<file path="src/rtl/brp_pkg.sv">
package brp_pkg;
  // Registered command pulses produced by the decoder
  typedef struct packed {
    logic conv;
    logic conv_az;
    logic sh;
    logic cal;
  } brp_cmd_t;

  localparam brp_cmd_t CMD_IDLE = '{conv: 1'b0, conv_az: 1'b0, sh: 1'b0, cal: 1'b0};
endpackage

</file>
<file path="src/rtl/brp_decode.sv">
module brp_decode
  import brp_pkg::*;
(
  input  logic     clk,
  input  logic     rst,
  input  logic     cs_n,
  input  logic     wr_n,
  input  logic     sh_n,
  input  logic     rd_n,
  input  logic     cal_n,
  input  logic     az_n,
  output logic     rd_lvl,
  output logic     test_lvl,
  output brp_cmd_t cmd
);
  logic conv_cond, cal_cond;
  logic conv_prev, cal_prev, sh_prev;

  always_comb begin
    rd_lvl    = !cs_n && !rd_n;
    test_lvl  = !cs_n && !cal_n && rd_n && sh_n;
    cal_cond  = !cs_n && !cal_n && !test_lvl;
    conv_cond = !cs_n && !wr_n && cal_n;
    cmd.conv    = conv_cond && !conv_prev && az_n;
    cmd.conv_az = conv_cond && !conv_prev && !az_n;
    cmd.cal     = cal_cond && !cal_prev;
    cmd.sh      = !cs_n && sh_n && !sh_prev;
  end

  always_ff @(posedge clk) begin
    if (rst) begin
      conv_prev <= 1'b0;
      cal_prev  <= 1'b0;
      sh_prev   <= 1'b1;
    end else begin
      conv_prev <= conv_cond;
      cal_prev  <= cal_cond;
      sh_prev   <= sh_n;
    end
  end
endmodule

</file>
<file path="src/rtl/brp_byte_sel.sv">
module brp_byte_sel #(
  parameter int MAG_W = 12,
  parameter int BUS_W = 8
) (
  input  logic             clk,
  input  logic             rst,
  input  logic             res_valid,
  input  logic [MAG_W:0]   res_data,
  input  logic             rd_lvl,
  output logic [BUS_W-1:0] byte_o
);
  localparam int HI_W = MAG_W - BUS_W;

  logic [MAG_W:0]   res_q;
  logic             ptr_lo;
  logic             rd_prev;
  logic [BUS_W-1:0] hi_byte, lo_byte;

  // Upper half: remaining magnitude bits, then sign copies
  for (genvar i = 0; i < BUS_W; i++) begin : g_hi
    if (i < HI_W) begin : g_mag
      assign hi_byte[i] = res_q[BUS_W + i];
    end else begin : g_sgn
      assign hi_byte[i] = res_q[MAG_W];
    end
  end

  assign lo_byte = res_q[BUS_W-1:0];
  assign byte_o  = ptr_lo ? lo_byte : hi_byte;

  always_ff @(posedge clk) begin
    if (rst) begin
      res_q   <= '0;
      ptr_lo  <= 1'b0;
      rd_prev <= 1'b0;
    end else begin
      rd_prev <= rd_lvl;
      if (res_valid) begin
        res_q  <= res_data;
        ptr_lo <= 1'b0;
      end else if (rd_prev && !rd_lvl) begin
        ptr_lo <= !ptr_lo;
      end
    end
  end
endmodule

</file>
<file path="src/rtl/byte_result_port.sv">
module byte_result_port
  import brp_pkg::*;
#(
  parameter int               MAG_W     = 12,
  parameter int               BUS_W     = 8,
  parameter logic [BUS_W-1:0] TEST_MASK = 8'b0110_1100
) (
  input  logic             clk,
  input  logic             rst,
  input  logic             cs_n,
  input  logic             wr_n,
  input  logic             sh_n,
  input  logic             rd_n,
  input  logic             cal_n,
  input  logic             az_n,
  input  logic             res_valid,
  input  logic [MAG_W:0]   res_data,
  output logic [BUS_W-1:0] db_out,
  output logic [BUS_W-1:0] db_oe,
  output logic             conv_start,
  output logic             conv_az_start,
  output logic             sh_start,
  output logic             cal_start,
  output logic             test_mode
);
  logic             rd_lvl, test_lvl;
  brp_cmd_t         cmd;
  logic [BUS_W-1:0] sel_byte, oe_next;

  brp_decode u_dec (
    .clk(clk), .rst(rst), .cs_n(cs_n), .wr_n(wr_n), .sh_n(sh_n),
    .rd_n(rd_n), .cal_n(cal_n), .az_n(az_n),
    .rd_lvl(rd_lvl), .test_lvl(test_lvl), .cmd(cmd)
  );

  brp_byte_sel #(.MAG_W(MAG_W), .BUS_W(BUS_W)) u_sel (
    .clk(clk), .rst(rst), .res_valid(res_valid), .res_data(res_data),
    .rd_lvl(rd_lvl), .byte_o(sel_byte)
  );

  always_comb begin
    if (rd_lvl)        oe_next = '1;
    else if (test_lvl) oe_next = TEST_MASK;
    else               oe_next = '0;
  end

  always_ff @(posedge clk) begin
    if (rst) begin
      db_out        <= '0;
      db_oe         <= '0;
      conv_start    <= 1'b0;
      conv_az_start <= 1'b0;
      sh_start      <= 1'b0;
      cal_start     <= 1'b0;
      test_mode     <= 1'b0;
    end else begin
      db_out        <= sel_byte & oe_next;
      db_oe         <= oe_next;
      conv_start    <= cmd.conv;
      conv_az_start <= cmd.conv_az;
      sh_start      <= cmd.sh;
      cal_start     <= cmd.cal;
      test_mode     <= test_lvl;
    end
  end
endmodule

</file>
<file path="config.mk">
export PLATFORM = sky130hd
export DESIGN_NAME = byte_result_port
export DESIGN_NICKNAME = d
export VERILOG_FILES = /design/src/rtl/brp_pkg.sv /design/src/rtl/brp_decode.sv /design/src/rtl/brp_byte_sel.sv /design/src/rtl/byte_result_port.sv
export SDC_FILE = /design/constraint.sdc
export NUM_CORES = 1
export LEC_CHECK = 0
export ABC_AREA = 1
export BUFFER_PORTS_ARGS = -buffer_cell sky130_fd_sc_hd__buf_2
export CORE_MARGIN = 2
export CORE_UTILIZATION = 35
export CTS_CLUSTER_DIAMETER = 120
export CTS_CLUSTER_SIZE = 20
export DETAILED_ROUTE_END_ITERATION = 8
export PLACE_DENSITY = 0.73
export SETUP_SLACK_MARGIN = 0.15
export SLEW_MARGIN = 20
export SYNTH_ARGS = -nofsm -noshare
export SYNTH_HDL_FRONTEND = slang
export SYNTH_SLANG_ARGS = --single-unit
</file>
<file path="constraint.sdc">
create_clock -name clk -period 0.8 [get_ports clk]
set_input_delay 0.04 -clock clk [delete_from_list [all_inputs] [get_ports clk]]
set_output_delay 0.04 -clock clk [all_outputs]
set_load 0.01 [all_outputs]
</file>
Word-level counts from Yosys, hierarchy flattened
Cells that the tools add are included.
{ "word_totals": {"inputBits": 22, "out_inout_bits": 21, "regBits": 39, "wordCells": 43} }
{ "classes": {"mux": 3, "n_reduce_logical": 26, "bitwise": 1} }
{ "ops": {"columns": ["cell", "count"], "rows": [
  ["two-way mux 8 bit", 2],
  ["logical AND 1 bit", 14],
  ["zero test 1 bit", 11],
  ["bitwise AND 8 bit", 1],
  ["two-way mux 7 bit", 1],
  ["OR reduction 2 bit", 1]
]} }

Longest topological paths before layout
{ "depth": {"depth_word": 7, "mapped_depth": 5, "depth_no_buf": 5} }

By module
Synthesis repeated with hierarchy kept, for this count alone.
{ "unflattened": {"hier_cells": 160, "area_unflattened_um2": 1260.0} }
{ "by_module_without_submodules": {"columns": ["module", "seq_area_each_um2", "area_per_inst_um2", "cells_per_inst", "n_inst"], "rows": [
  ["brp_byte_sel", 300.3, 646.9, 88, 1],
  ["byte_result_port", 300.3, 473.0, 52, 1],
  ["brp_decode", 60.1, 140.1, 20, 1]
]} }

Least setup slack after synthesis
No wires, ideal clock.
{ "synth_path": {"path_kind": "register to register", "from": "register u_sel.ptr_lo", "to": "register db_out[3]", "setup_time_ps": 66, "stages_incl_launch_ff": 5, "arrival_time_ps": 734, "path_slack_ps": 0, "path_buffers": 1, "period_less_slack_ps": 800, "t_required_ps": 734, "path_cell_list": "dfxtp_1 buf_6 nand2_1 and2_1 a21oi_2"} }
{ "synth_between": {"elab_chain_len": 2} }
{ "synth_lines": {"columns": ["element", "line_no", "text"], "rows": [
  ["start, declared", "brp_byte_sel.sv:15", "logic ptr_lo;"],
  ["start signal, assigned", "brp_byte_sel.sv:42", "ptr_lo <= !ptr_lo;"],
  ["two-way mux 8 bit", "brp_byte_sel.sv:29", "assign byte_o = ptr_lo ? lo_byte : hi_byte;"],
  ["bitwise AND 8 bit", "byte_result_port.sv:57", "db_out <= sel_byte & oe_next;"],
  ["end signal, assigned", "byte_result_port.sv:57", null],
  ["end, declared", "byte_result_port.sv:18", "output logic [BUS_W-1:0] db_out,"]
]} }
Every way passes these cells.
A chain may end at the register's enable or synchronous reset.

==> results.sh <==
export IMPL_final_layout_size_suffix_gt1_frac=0.495
export IMPL_io_buffers=42
export IMPL_multi_input_area_um2=494
export IMPL_vdd_drop_max_mv=0.932
export IMPL_path_depth=1
export IMPL_final_min_clock_period_ps=873
export IMPL_wirelength_mm=2.41
export IMPL_grt_antenna_before_repair=0
export IMPL_synth_edff_count=0
export IMPL_clockPowerShare=0.303
export IMPL_final_area_um2=1790
export IMPL_ys_seq_area_frac=0.514
export IMPL_finClkSkew_ps=7.77
export IMPL_combinationalPowerShare=0.141
export IMPL_post_route_period_util=1.09
export IMPL_fmax_mhz=1150
export IMPL_powerDensity_nw_per_um2=1710
export IMPL_clk_pin_slew_worst_paths_ps=90
export IMPL_worst_pin_slew_ps=280
export IMPL_clock_path_buffers=2
export IMPL_grt_remaining_overflow=0
export IMPL_num_vias=1051
export IMPL_end_kind="output port"
export IMPL_ys_flop_type="dfxtp_1"
export IMPL_dp_final_hpwl_mm=1.62
export IMPL_layout_setup_ws_ps=-72.6
export IMPL_async_flop_share=0
export IMPL_final_cell_mix="buf_2 (35), dfxtp_1 (26), nor2_1 (17)"
export IMPL_ios=43
export IMPL_ant_nets=0
export IMPL_violations="negative hold slack, negative setup slack"
export IMPL_cts_buffers=5
export IMPL_hold_viol_final=4
export IMPL_final_common_cell="buf_2"
export IMPL_clockRootBuffer="clkbuf_4"
export IMPL_grt_pass1_wl_mm=3.96
export IMPL_area_sequential_um2=651
export IMPL_antenna_cells=0
export IMPL_synth_area_um2=1250
export IMPL_core_um2=3390
export IMPL_rr_worst_depth=4
export IMPL_r2r_start="u_sel.ptr_lo$_SDFFE_PP0P_"
export IMPL_dpl_worst_slack_ps=-40.7
export IMPL_worstPathRequired_ps=760
export IMPL_critPathKind="reg -> out"
export IMPL_slew_viol_final=0
export IMPL_power_switching_uw=753
export IMPL_ys_seq_elements=32
export IMPL_initial_core_util=0.368
export IMPL_viasPerCell=4.27
export IMPL_startpoint="db_oe[6]$_SDFF_PP0_"
export IMPL_switching_share=0.245
export IMPL_drc_errors=0
export IMPL_cts_tree="built"
export IMPL_max_slew_margin_rel=0.813
export IMPL_nNetsFinal=221
export IMPL_cp_top_family="flip-flops"
export IMPL_tns_ps=-547
export IMPL_placed_area_um2=1500
export IMPL_fp_dieH_um=63.7
export IMPL_die_area_um2=4060
export IMPL_num_rows=21
export IMPL_grt_max_degree=15
export IMPL_cp_max_fo=4
export IMPL_die_x_um=63.7
export IMPL_slowest_delay_ps=380
export IMPL_area_growth_pct=43.7
export IMPL_status="finished, violations left"
export IMPL_cts_num_sinks=32
export IMPL_maxCapViolations=0
export IMPL_syn_area_per_cell_um2=8.85
export IMPL_p_int_uw=2320
export IMPL_wl_per_cell_um=9.81
export IMPL_start_kind="flop"
export IMPL_hold_slack_ps=-29.1
export IMPL_crit_chain="buf_2"
export IMPL_htree_levels=2
export IMPL_syn_instance_count=141
export IMPL_drt_pre_antenna_iters=4
export IMPL_p_seq_frac=0.556
export IMPL_grt_pass1_vias=967
export IMPL_worst_path_buf_inv=1
export IMPL_rsz0062_at_grt="true"
export IMPL_min_path_type="in -> reg"
export IMPL_slowest_stage="dfxtp_2"
export IMPL_fillers=321
export IMPL_setup_viol_count_final=15
export IMPL_groute_usage_overall=0.127
export IMPL_total_power_uw=3070
export IMPL_drt_first_iter_violations=29
export IMPL_cp_data_arrival_time_ps=830
export IMPL_place_congestion=0.747
export IMPL_crit_path_end="db_oe[3]"
export IMPL_timing_rr_end="db_out[5]$_SDFF_PP0_"
export IMPL_synth_warning_count=0
export IMPL_clkLatencyLatePin_ps=320
export IMPL_synth_fp_nets=163
export IMPL_regToRegSetupSlack_ps=-40
export IMPL_leakage_uw=0.000842
export IMPL_synthDistinctLibCells=24
==> Yosys cell counts, types with 3 or more instances <==
cell	n	area (um^2)
dfxtp_1	32	641
nor2_1	23	86.3
nand2_1	16	60.1
inv_1	12	45.0
nor2_2	11	68.8
o21ai_2	10	87.6
a21oi_1	9	45.0
buf_4	8	60.1
nor3_1	3	15.0
o21ai_0	3	15.0
==> power by group through the flow <==
stage	clock [uW]	combinational, uW	sequential (uW)
final	931	433	1710
after global routing	1040	483	1720
after CTS	962	409	1700
after detailed placement	0	346	1740
after global placement	0	343	1740
after floorplan	0	223	1740
==> area by class of cell <==
cell class              count  area share
flip-flops and latches     32       0.363
multi-input cells          84       0.276
clock buffers               8      0.0328
inverters                  14      0.0307
well taps                  46      0.0321
repair buffers             62       0.266
==> per-stage QoR <==
step	utilization	hold WS (ps)	instances
3_5_place_dp	0.442	224	222
3_3_place_gp	0.442	221	222
6_report	0.529	-29.1	246
2_1_floorplan	-	112	141
4_1_cts	0.506	-31.8	245
5_1_grt	0.529	-26.5	246
==> worst min-delay path by stage <==
stage	startpoint	end	slack, ps	depth (start not counted)
after floorplan	rst	u_dec.cal_prev$_SDFF_PP0_	110	1
after global placement	az_n	conv_az_start$_SDFF_PP0_	220	2
after detailed placement	az_n	conv_az_start$_SDFF_PP0_	220	2
after CTS	res_data[3]	u_sel.res_q[3]$_SDFFE_PP0P_	-30	3
after global routing	res_data[3]	u_sel.res_q[3]$_SDFFE_PP0P_	-30	3
final	res_data[3]	u_sel.res_q[3]$_SDFFE_PP0P_	-30	3
==> state kept, by name, indices dropped and copies added, names as in the netlist <==
signal / cells
u_sel.res_q: 13
db_out: 8
db_oe: 2
cal_start: 1
conv_az_start: 1
conv_start: 1
sh_start: 1
test_mode: 1
u_dec.cal_prev: 1
u_dec.conv_prev: 1
u_dec.sh_prev: 1
u_sel.ptr_lo: 1
==> kinds of logic (layout without fill, tap and decap cells) <==
| family | count (synthesis) | count (layout) | share of synthesized area |
|---|---|---|---|
| AND/OR/NAND/NOR | 61 | 61 | 0.244 |
| flip-flops | 32 | 32 | 0.514 |
| buffers and inverters | 25 | 84 | 0.117 |
| AO/OA/AOI/OAI | 23 | 23 | 0.125 |
==> worst min-delay path, stage by stage <==
cell and delay, ps:
buf_2 80, nor2_1 40, nor2_2 100
==> what timing repair did <==
action                     4_1_cts  5_1_grt
hold endpoints to repair        19        8
gates resized for setup          5       20
pin swaps                        1        5
setup buffers                    1        1
setup endpoints to repair       30       38
hold buffers                    14        2
cloned                           0        0
==> metal layers <==
layer | up-vias | track usage | wire, um
met5 | - | 0 | 0
met4 | 0 | 0.0571 | 35
met3 | 5 | 0.0464 | 137
met2 | 30 | 0.216 | 1200
met1 | 463 | 0.140 | 1040
li1 | 553 | - | -
No activity file was read; power rests on OpenSTA's default activity.
